--- config.mk ---
export PLATFORM = sky130hd
export DESIGN_NAME = bus_lock_arbiter
export DESIGN_NICKNAME = d
export VERILOG_FILES = /design/src/rtl/bla_pkg.sv /design/src/rtl/bla_tick_gen.sv /design/src/rtl/bla_lock_core.sv /design/src/rtl/bla_pin_ctrl.sv /design/src/rtl/bus_lock_arbiter.sv
export SDC_FILE = /design/constraint.sdc
export NUM_CORES = 1
export LEC_CHECK = 0
export BUFFER_PORTS_ARGS = -buffer_cell sky130_fd_sc_hd__buf_2
export CORE_UTILIZATION = 43
export DETAILED_ROUTE_END_ITERATION = 8
export PLACE_DENSITY = 0.75
export SETUP_SLACK_MARGIN = 0.5
export SYNTH_ARGS = -nofsm -noshare
export SYNTH_HDL_FRONTEND = slang
export SYNTH_HIERARCHICAL = 1
export SYNTH_SLANG_ARGS = --single-unit
--- constraint.sdc ---
create_clock -name clk -period 2.7 [get_ports clk]
set_input_delay 0.54 -clock clk [delete_from_list [all_inputs] [get_ports clk]]
set_output_delay 0.54 -clock clk [all_outputs]
set_load 0.1 [all_outputs]
--- src/rtl/bla_pkg.sv ---
// Shared helpers for the two-master bus lock arbiter.
// Assumes exactly two masters, indexed 0 and 1.
package bla_pkg;
    localparam int NUM_M = 2;

    // Winner of a simultaneous request: master 1 only if it alone has priority
    function automatic logic tie_winner(input logic [1:0] prio);
        return prio[1] & ~prio[0];
    endfunction
endpackage

--- src/rtl/bla_tick_gen.sv ---
// Millisecond tick prescaler. Emits tick_o once every TICKS cycles; restart_i
// realigns the count so the first tick falls TICKS cycles after a grant edge.
// Assumes TICKS >= 2.
module bla_tick_gen #(
    parameter int TICKS = 4
) (
    input  logic clk,
    input  logic rst_n,
    input  logic restart_i,
    output logic tick_o
);
    localparam int CW = $clog2(TICKS);
    localparam logic [CW-1:0] LAST = CW'(TICKS - 1);

    logic [CW-1:0] cnt_q;

    assign tick_o = (cnt_q == LAST);

    // Free-running modulo-TICKS counter with restart
    always_ff @(posedge clk) begin
        if (!rst_n)           cnt_q <= '0;
        else if (restart_i)   cnt_q <= '0;
        else if (tick_o)      cnt_q <= '0;
        else                  cnt_q <= cnt_q + 1'b1;
    end


    tick_spacing_chk: assert property (@(posedge clk) disable iff (!rst_n)
        tick_o |=> !tick_o);
endmodule

--- src/rtl/bla_lock_core.sv ---
// Grant state for two masters: arbitration with priority tie-break, voluntary
// release, reserve countdown, idle-timeout revocation and re-request lock-out.
// Assumes req_i is synchronous to clk and tick_i comes from bla_tick_gen.
module bla_lock_core
    import bla_pkg::*;
#(
    parameter int RES_W    = 8,
    parameter int IDLE_CYC = 400
) (
    input  logic               clk,
    input  logic               rst_n,
    input  logic [1:0]         req_i,
    input  logic [1:0]         prio_i,
    input  logic [1:0]         idle_en_i,
    input  logic [1:0]         rt_wr_i,
    input  logic [2*RES_W-1:0] rt_wdata_i,
    input  logic               bus_idle_i,
    input  logic               tick_i,
    output logic [1:0]         gnt_o,
    output logic [1:0]         lost_o,
    output logic               load_o,
    output logic [RES_W-1:0]   rsv_o
);
    localparam int IW = $clog2(IDLE_CYC);
    localparam logic [IW-1:0] IDLE_LAST = IW'(IDLE_CYC - 1);

    logic [1:0]       gnt_q, lost_q, blk_q;
    logic [RES_W-1:0] res_q;
    logic [IW-1:0]    idle_q;
    logic [RES_W-1:0] rt_q [NUM_M];

    logic [1:0] eff_req;
    logic       win, held, own, own_req, idle_arm, revoke, release_now;

    // Arbitration and ownership decode
    always_comb begin
        eff_req     = req_i & ~blk_q;
        held        = |gnt_q;
        own         = gnt_q[1];
        own_req     = req_i[own];
        load_o      = !held && (|eff_req);
        win         = (eff_req == 2'b11) ? tie_winner(prio_i) : eff_req[1];
        idle_arm    = held && idle_en_i[own] && (res_q == '0) && bus_idle_i;
        revoke      = idle_arm && own_req && (idle_q == IDLE_LAST);
        release_now = held && !own_req;
    end

    // Grant, reserve counter, bus-lost pulse and lock-out flags
    always_ff @(posedge clk) begin
        if (!rst_n) begin
            gnt_q  <= '0;
            lost_q <= '0;
            blk_q  <= '0;
            res_q  <= '0;
        end else begin
            lost_q <= '0;
            for (int k = 0; k < NUM_M; k++)
                if (!req_i[k]) blk_q[k] <= 1'b0;
            if (load_o) begin
                gnt_q <= win ? 2'b10 : 2'b01;
                res_q <= rt_q[win];
            end else if (release_now) begin
                gnt_q <= '0;
                res_q <= '0;
            end else if (revoke) begin
                gnt_q       <= '0;
                res_q       <= '0;
                lost_q[own] <= 1'b1;
                blk_q[own]  <= 1'b1;
            end else if (held && (res_q != '0) && tick_i) begin
                res_q <= res_q - 1'b1;
            end
        end
    end

    // Idle period counter, armed once the reserve has run out
    always_ff @(posedge clk) begin
        if (!rst_n)                   idle_q <= '0;
        else if (idle_arm && !revoke) idle_q <= idle_q + 1'b1;
        else                          idle_q <= '0;
    end

    // Per-master reserve-time registers, write-protected while granted
    always_ff @(posedge clk) begin
        if (!rst_n) begin
            for (int k = 0; k < NUM_M; k++) rt_q[k] <= '0;
        end else begin
            for (int k = 0; k < NUM_M; k++)
                if (rt_wr_i[k] && !gnt_q[k]) rt_q[k] <= rt_wdata_i[k*RES_W +: RES_W];
        end
    end

    assign gnt_o  = gnt_q;
    assign lost_o = lost_q;
    assign rsv_o  = res_q;


    one_owner_chk: assert property (@(posedge clk) disable iff (!rst_n)
        !(gnt_q[0] && gnt_q[1]));


    tie_m1_chk: assert property (@(posedge clk) disable iff (!rst_n)
        (gnt_q == 2'b00 && req_i == 2'b11 && blk_q == 2'b00 && prio_i == 2'b10)
        |=> gnt_q == 2'b10);


    hold_owner_chk: assert property (@(posedge clk) disable iff (!rst_n)
        (gnt_q == 2'b01 && req_i[0] && !revoke) |=> gnt_q == 2'b01);

    generate
        for (genvar k = 0; k < NUM_M; k++) begin : g_chk

            release_chk: assert property (@(posedge clk) disable iff (!rst_n)
                (gnt_q[k] && !req_i[k]) |=> (!gnt_q[k] && !lost_q[k]));

            grant_cause_chk: assert property (@(posedge clk) disable iff (!rst_n)
                $rose(gnt_q[k]) |-> $past(req_i[k]));

            lost_cause_chk: assert property (@(posedge clk) disable iff (!rst_n)
                lost_q[k] |-> ($past(gnt_q[k]) && $past(req_i[k]) && !gnt_q[k]));

            rt_lock_chk: assert property (@(posedge clk) disable iff (!rst_n)
                gnt_q[k] |=> $stable(rt_q[k]));
        end
    endgenerate
endmodule

--- src/rtl/bla_pin_ctrl.sv ---
// Bus switch enables, other-lock status and hand control of the downstream
// lines. Hand control belongs to a master holding the grant with connect low.
// Assumes gnt_i is one-hot or zero.
module bla_pin_ctrl
    import bla_pkg::*;
(
    input  logic       clk,
    input  logic       rst_n,
    input  logic [1:0] gnt_i,
    input  logic [1:0] conn_i,
    input  logic [1:0] man_scl_i,
    input  logic [1:0] man_sda_i,
    input  logic       scl_in_i,
    input  logic       sda_in_i,
    output logic [1:0] sw_en_o,
    output logic [1:0] other_lock_o,
    output logic       scl_low_o,
    output logic       sda_low_o,
    output logic [1:0] scl_rd_o,
    output logic [1:0] sda_rd_o
);
    logic [1:0] man_act;

    // Per-master switch, status and readback
    always_comb begin
        for (int k = 0; k < NUM_M; k++) begin
            man_act[k]      = gnt_i[k] & ~conn_i[k];
            sw_en_o[k]      = gnt_i[k] & conn_i[k];
            other_lock_o[k] = gnt_i[1-k];
            scl_rd_o[k]     = man_act[k] & scl_in_i;
            sda_rd_o[k]     = man_act[k] & sda_in_i;
        end
        scl_low_o = |(man_act & ~man_scl_i);
        sda_low_o = |(man_act & ~man_sda_i);
    end


    manual_vs_switch_chk: assert property (@(posedge clk) disable iff (!rst_n)
        (scl_low_o || sda_low_o) |-> (sw_en_o == 2'b00));


    switch_excl_chk: assert property (@(posedge clk) disable iff (!rst_n)
        $onehot0(sw_en_o));
endmodule

--- src/rtl/bus_lock_arbiter.sv ---
// Top of the two-master bus lock arbiter. Joins the tick prescaler, the lock
// core and the pin control. Assumes all inputs are synchronous to clk.
module bus_lock_arbiter #(
    parameter int RES_W        = 8,
    parameter int TICKS_PER_MS = 4,
    parameter int IDLE_MS      = 100
) (
    input  logic               clk,
    input  logic               rst_n,
    input  logic [1:0]         req_i,
    input  logic [1:0]         conn_i,
    input  logic [1:0]         prio_i,
    input  logic [1:0]         idle_en_i,
    input  logic [1:0]         rt_wr_i,
    input  logic [2*RES_W-1:0] rt_wdata_i,
    input  logic               bus_idle_i,
    input  logic [1:0]         man_scl_i,
    input  logic [1:0]         man_sda_i,
    input  logic               scl_in_i,
    input  logic               sda_in_i,
    output logic [1:0]         grant_o,
    output logic [1:0]         other_lock_o,
    output logic [1:0]         sw_en_o,
    output logic [1:0]         bus_lost_o,
    output logic [RES_W-1:0]   rsv_left_o,
    output logic               scl_drv_low_o,
    output logic               sda_drv_low_o,
    output logic [1:0]         scl_rd_o,
    output logic [1:0]         sda_rd_o
);
    localparam int IDLE_CYC = IDLE_MS * TICKS_PER_MS;

    logic tick, load;

    bla_tick_gen #(.TICKS(TICKS_PER_MS)) u_tick (
        .clk       (clk),
        .rst_n     (rst_n),
        .restart_i (load),
        .tick_o    (tick)
    );

    bla_lock_core #(.RES_W(RES_W), .IDLE_CYC(IDLE_CYC)) u_core (
        .clk        (clk),
        .rst_n      (rst_n),
        .req_i      (req_i),
        .prio_i     (prio_i),
        .idle_en_i  (idle_en_i),
        .rt_wr_i    (rt_wr_i),
        .rt_wdata_i (rt_wdata_i),
        .bus_idle_i (bus_idle_i),
        .tick_i     (tick),
        .gnt_o      (grant_o),
        .lost_o     (bus_lost_o),
        .load_o     (load),
        .rsv_o      (rsv_left_o)
    );

    bla_pin_ctrl u_pins (
        .clk          (clk),
        .rst_n        (rst_n),
        .gnt_i        (grant_o),
        .conn_i       (conn_i),
        .man_scl_i    (man_scl_i),
        .man_sda_i    (man_sda_i),
        .scl_in_i     (scl_in_i),
        .sda_in_i     (sda_in_i),
        .sw_en_o      (sw_en_o),
        .other_lock_o (other_lock_o),
        .scl_low_o    (scl_drv_low_o),
        .sda_low_o    (sda_drv_low_o),
        .scl_rd_o     (scl_rd_o),
        .sda_rd_o     (sda_rd_o)
    );


    other_lock_chk: assert property (@(posedge clk) disable iff (!rst_n)
        grant_o[0] |-> (other_lock_o == 2'b10));


    switch_grant_chk: assert property (@(posedge clk) disable iff (!rst_n)
        (sw_en_o & ~grant_o) == 2'b00);
endmodule

==> reports/results.ini <==
[outcome]
status = finished with violations
failed_checks = DRC

[critical_path]
startpoint = u_core/gnt_o[0]
slowest_delay_ns = 0.43
cp.arrival_ns = 1.56
crit_required_ns = 2.16
crit_slowest_cell = dfxtp_4
cp-end-kind = output port
crit_chain = nand2b_1, nor2_4, buf_2
reg2regPathDepth = 8
r2r_end = u_core/rsv_o[0]
setup.worst_path.start_class = register
r2r_setup_slack_ns = 0.64
path_class = register to output port
cp_max_fo = 12
timing.rr.start = u_core/rsv_o[0]

[min_path]
holdCritStartpoint = u_core/idle_q[0]
min_to = u_core/idle_q[0]
hp-class = register to register
hold_depth = 1

[die]
io-pin-count = 57
rows = 24
die-area_um2 = 5080
core_um2 = 4470
die_w_um = 71.3
die_h_um = 71.3
start_util = 0.461

[global_route]
grt_max_degree = 17
antenna_found_initial = 0
grt_util_all_layers = 0.174
met2_usage = 0.283
use_met3 = 0.0450
overflow = 0
grt_busiest_layer = met2
grt_pass1_vias = 1516
met1_usage = 0.226
grt_pass1_wl_um = 6910

[clocking]
clkTransAtPathRegs_ns = 0.08
clockRootBuffer = clkbuf_8
cts_buffer_depth = 2
clk_latency_ns = 0.29
cts_tree = yes
cts_buffers = 5
cts-htree-levels = 2
clock-sinks = 41

[power_and_ir_drop]
p_total_w = 0.00172
p_per_area_nw_per_um2 = 654
p_leak_nw = 1.08
ir_worst_vdd_uv = 375

[placed_design]
place_ws_ns = 0.484
port_buffers = 56
dp_hpwl_um = 3150
dp.cells = 300
gp_congestion = 0.846

[synth]
synthArstFlopShare = 0
yosys_warnings = 6
ys_seq_area_frac = 0.475
ys_seq_elements = 41
netlist.top_cell.by_area = dfxtp_1
ys_types = 48
syn_nets = 238
synth_edf_count = 16
syn_avg_cell_area_um2 = 10.3
syn_area_um2 = 2060
yosysTopAreaCellShare = 0.243
synth.area.top_cells = dfxtp_1 24%, edfxtp_1 23%, and2_1 5.8%
synthFlopType = dfxtp_1
synth_cells = 200

[sta]
rsz0062_at_grt = true
tightestPinTransition_ns = 0.584
max-slew-margin-rel = 0.610
clock_skew_ns = 0.00411
finalMaxSlewViolations = 0
fmax_mhz = 476
post-route-period-util = 0.779
final-hold-violation-count = 0
fin_tns_setup_ns = 0
finalCriticalPeriod_ns = 2.10
worst_slack_ns = 0.597
setup_violations = 0

[final_layout]
drive_gt1_frac = 0.394
final_cell_count_no_fill = 316
area_delta_synth_final_pct = 27.7
fillers = 387
nNetsFinal = 301
final_util = 0.589
antenna_cells = 0

[detailed_routing]
drt_iter0_drc = 74
viasPerCell = 5.34
ant_nets = 0
vias = 1689
wl_per_cell_um = 13.6
finalWirelength_um = 4310
drc = 7
dr.pass1.iters = 6

[flow_run]
cap_violations = 0

-- power by group --
part | switching [W] | internal [W] | leakage [nW]
Sequential | 0.0000468 | 0.000692 | 0.381
Combinational | 0.000335 | 0.000156 | 0.647
Clock | 0.000215 | 0.000277 | 0.0543
Total | 0.000597 | 0.00112 | 1.08
-- cells by family after synthesis --
kind of cell,Yosys count,synth area share
adder cells (fa/ha/maj),3,0.0182
multiplexers,1,0.00546
AND/OR/NAND/NOR,84,0.238
buffers and inverters,23,0.0546
AO/OA/AOI/OAI,41,0.178
XOR/XNOR,7,0.0297
flip-flops,41,0.475
-- sequential cells by signal (all words and copies together) (netlist names) --
name	cells
u_core/rt_q	16
u_core/idle_q	9
u_core/rsv_o	8
u_core/blk_q	2
u_core/gnt_o	2
u_core/lost_o	2
u_tick/cnt_q	2
-- cell usage in the layout (no fill, tap or decap), types with 5 or more instances in the layout --
cell type and n:
xor2_1 5, inv_1 13, dfxtp_1 17, edfxtp_1 16
buf_4 10, a21oi_1 11, nor2_1 17, and2_1 19
nand2_1 6, nand3_1 10, buf_2 54, a22o_1 6
clkbuf_8 5
-- synth_stat cells (4+ instances only) --
library cell / n
edfxtp_1: 16
and2_1: 19
a2111oi_2: 4
nor3_1: 4
nor2_1: 21
nand2b_1: 4
xor2_1: 5
nand3_1: 10
dfxtp_1: 25
a211oi_1: 4
a22o_1: 6
a21oi_1: 11
inv_1: 13
nand2_1: 6
-- layout make-up --
| class | count | area, um2 | share of cell area |
|---|---|---|---|
| clock buffers | 5 | 68.8 | 0.0261 |
| clock inverters | 3 | 46.3 | 0.0176 |
| inverters | 13 | 48.8 | 0.0185 |
| multi-input cells | 136 | 1040 | 0.396 |
| flip-flops and latches | 41 | 1000 | 0.380 |
| well taps | 52 | 65.1 | 0.0247 |
| repair buffers | 66 | 360 | 0.137 |
-- worst max-delay path by stage --
stage	end	slack, ns
after floorplan	u_core/rsv_o[3]	0.51
after global placement	u_core/rsv_o[7]	0.51
after detailed placement	u_core/rsv_o[6]	0.48
after CTS	scl_drv_low_o	0.53
after global routing	u_core/rsv_o[5]	0.49
final	sda_rd_o[0]	0.60
-- critical path, delay by kind of cell, from the launching register on --
family	cells	cell delay [ns]
simple gates	2	0.42
flops	1	0.43
buf+inv	1	0.43
-- layer usage --
metal  routed length, um  up-vias  share of wire
met4                  33        0         0.0077
met3                 260        2          0.060
met1                1940      773           0.45
li1                    -      851              -
met5                   0        -              0
met2                2070       63           0.48
-- stage by stage --
| step | hold WS [ns] | instance area (um2) |
|---|---|---|
| finish | 0.449 | 2640 |
| global route | 0.472 | 2640 |
| CTS | 0.450 | 2550 |
| detailed placement | 0.434 | 2440 |
| global placement | 0.427 | 2440 |
| floorplan | 0.413 | 2140 |
-- repair_timing --
item | 4_1_cts | 5_1_grt
setup buffers | 0 | 8
setup endpoints to repair | 0 | 8
hold buffers | 0 | 0
gates resized for setup | 0 | 5
Power figures use the tool's default switching activity.
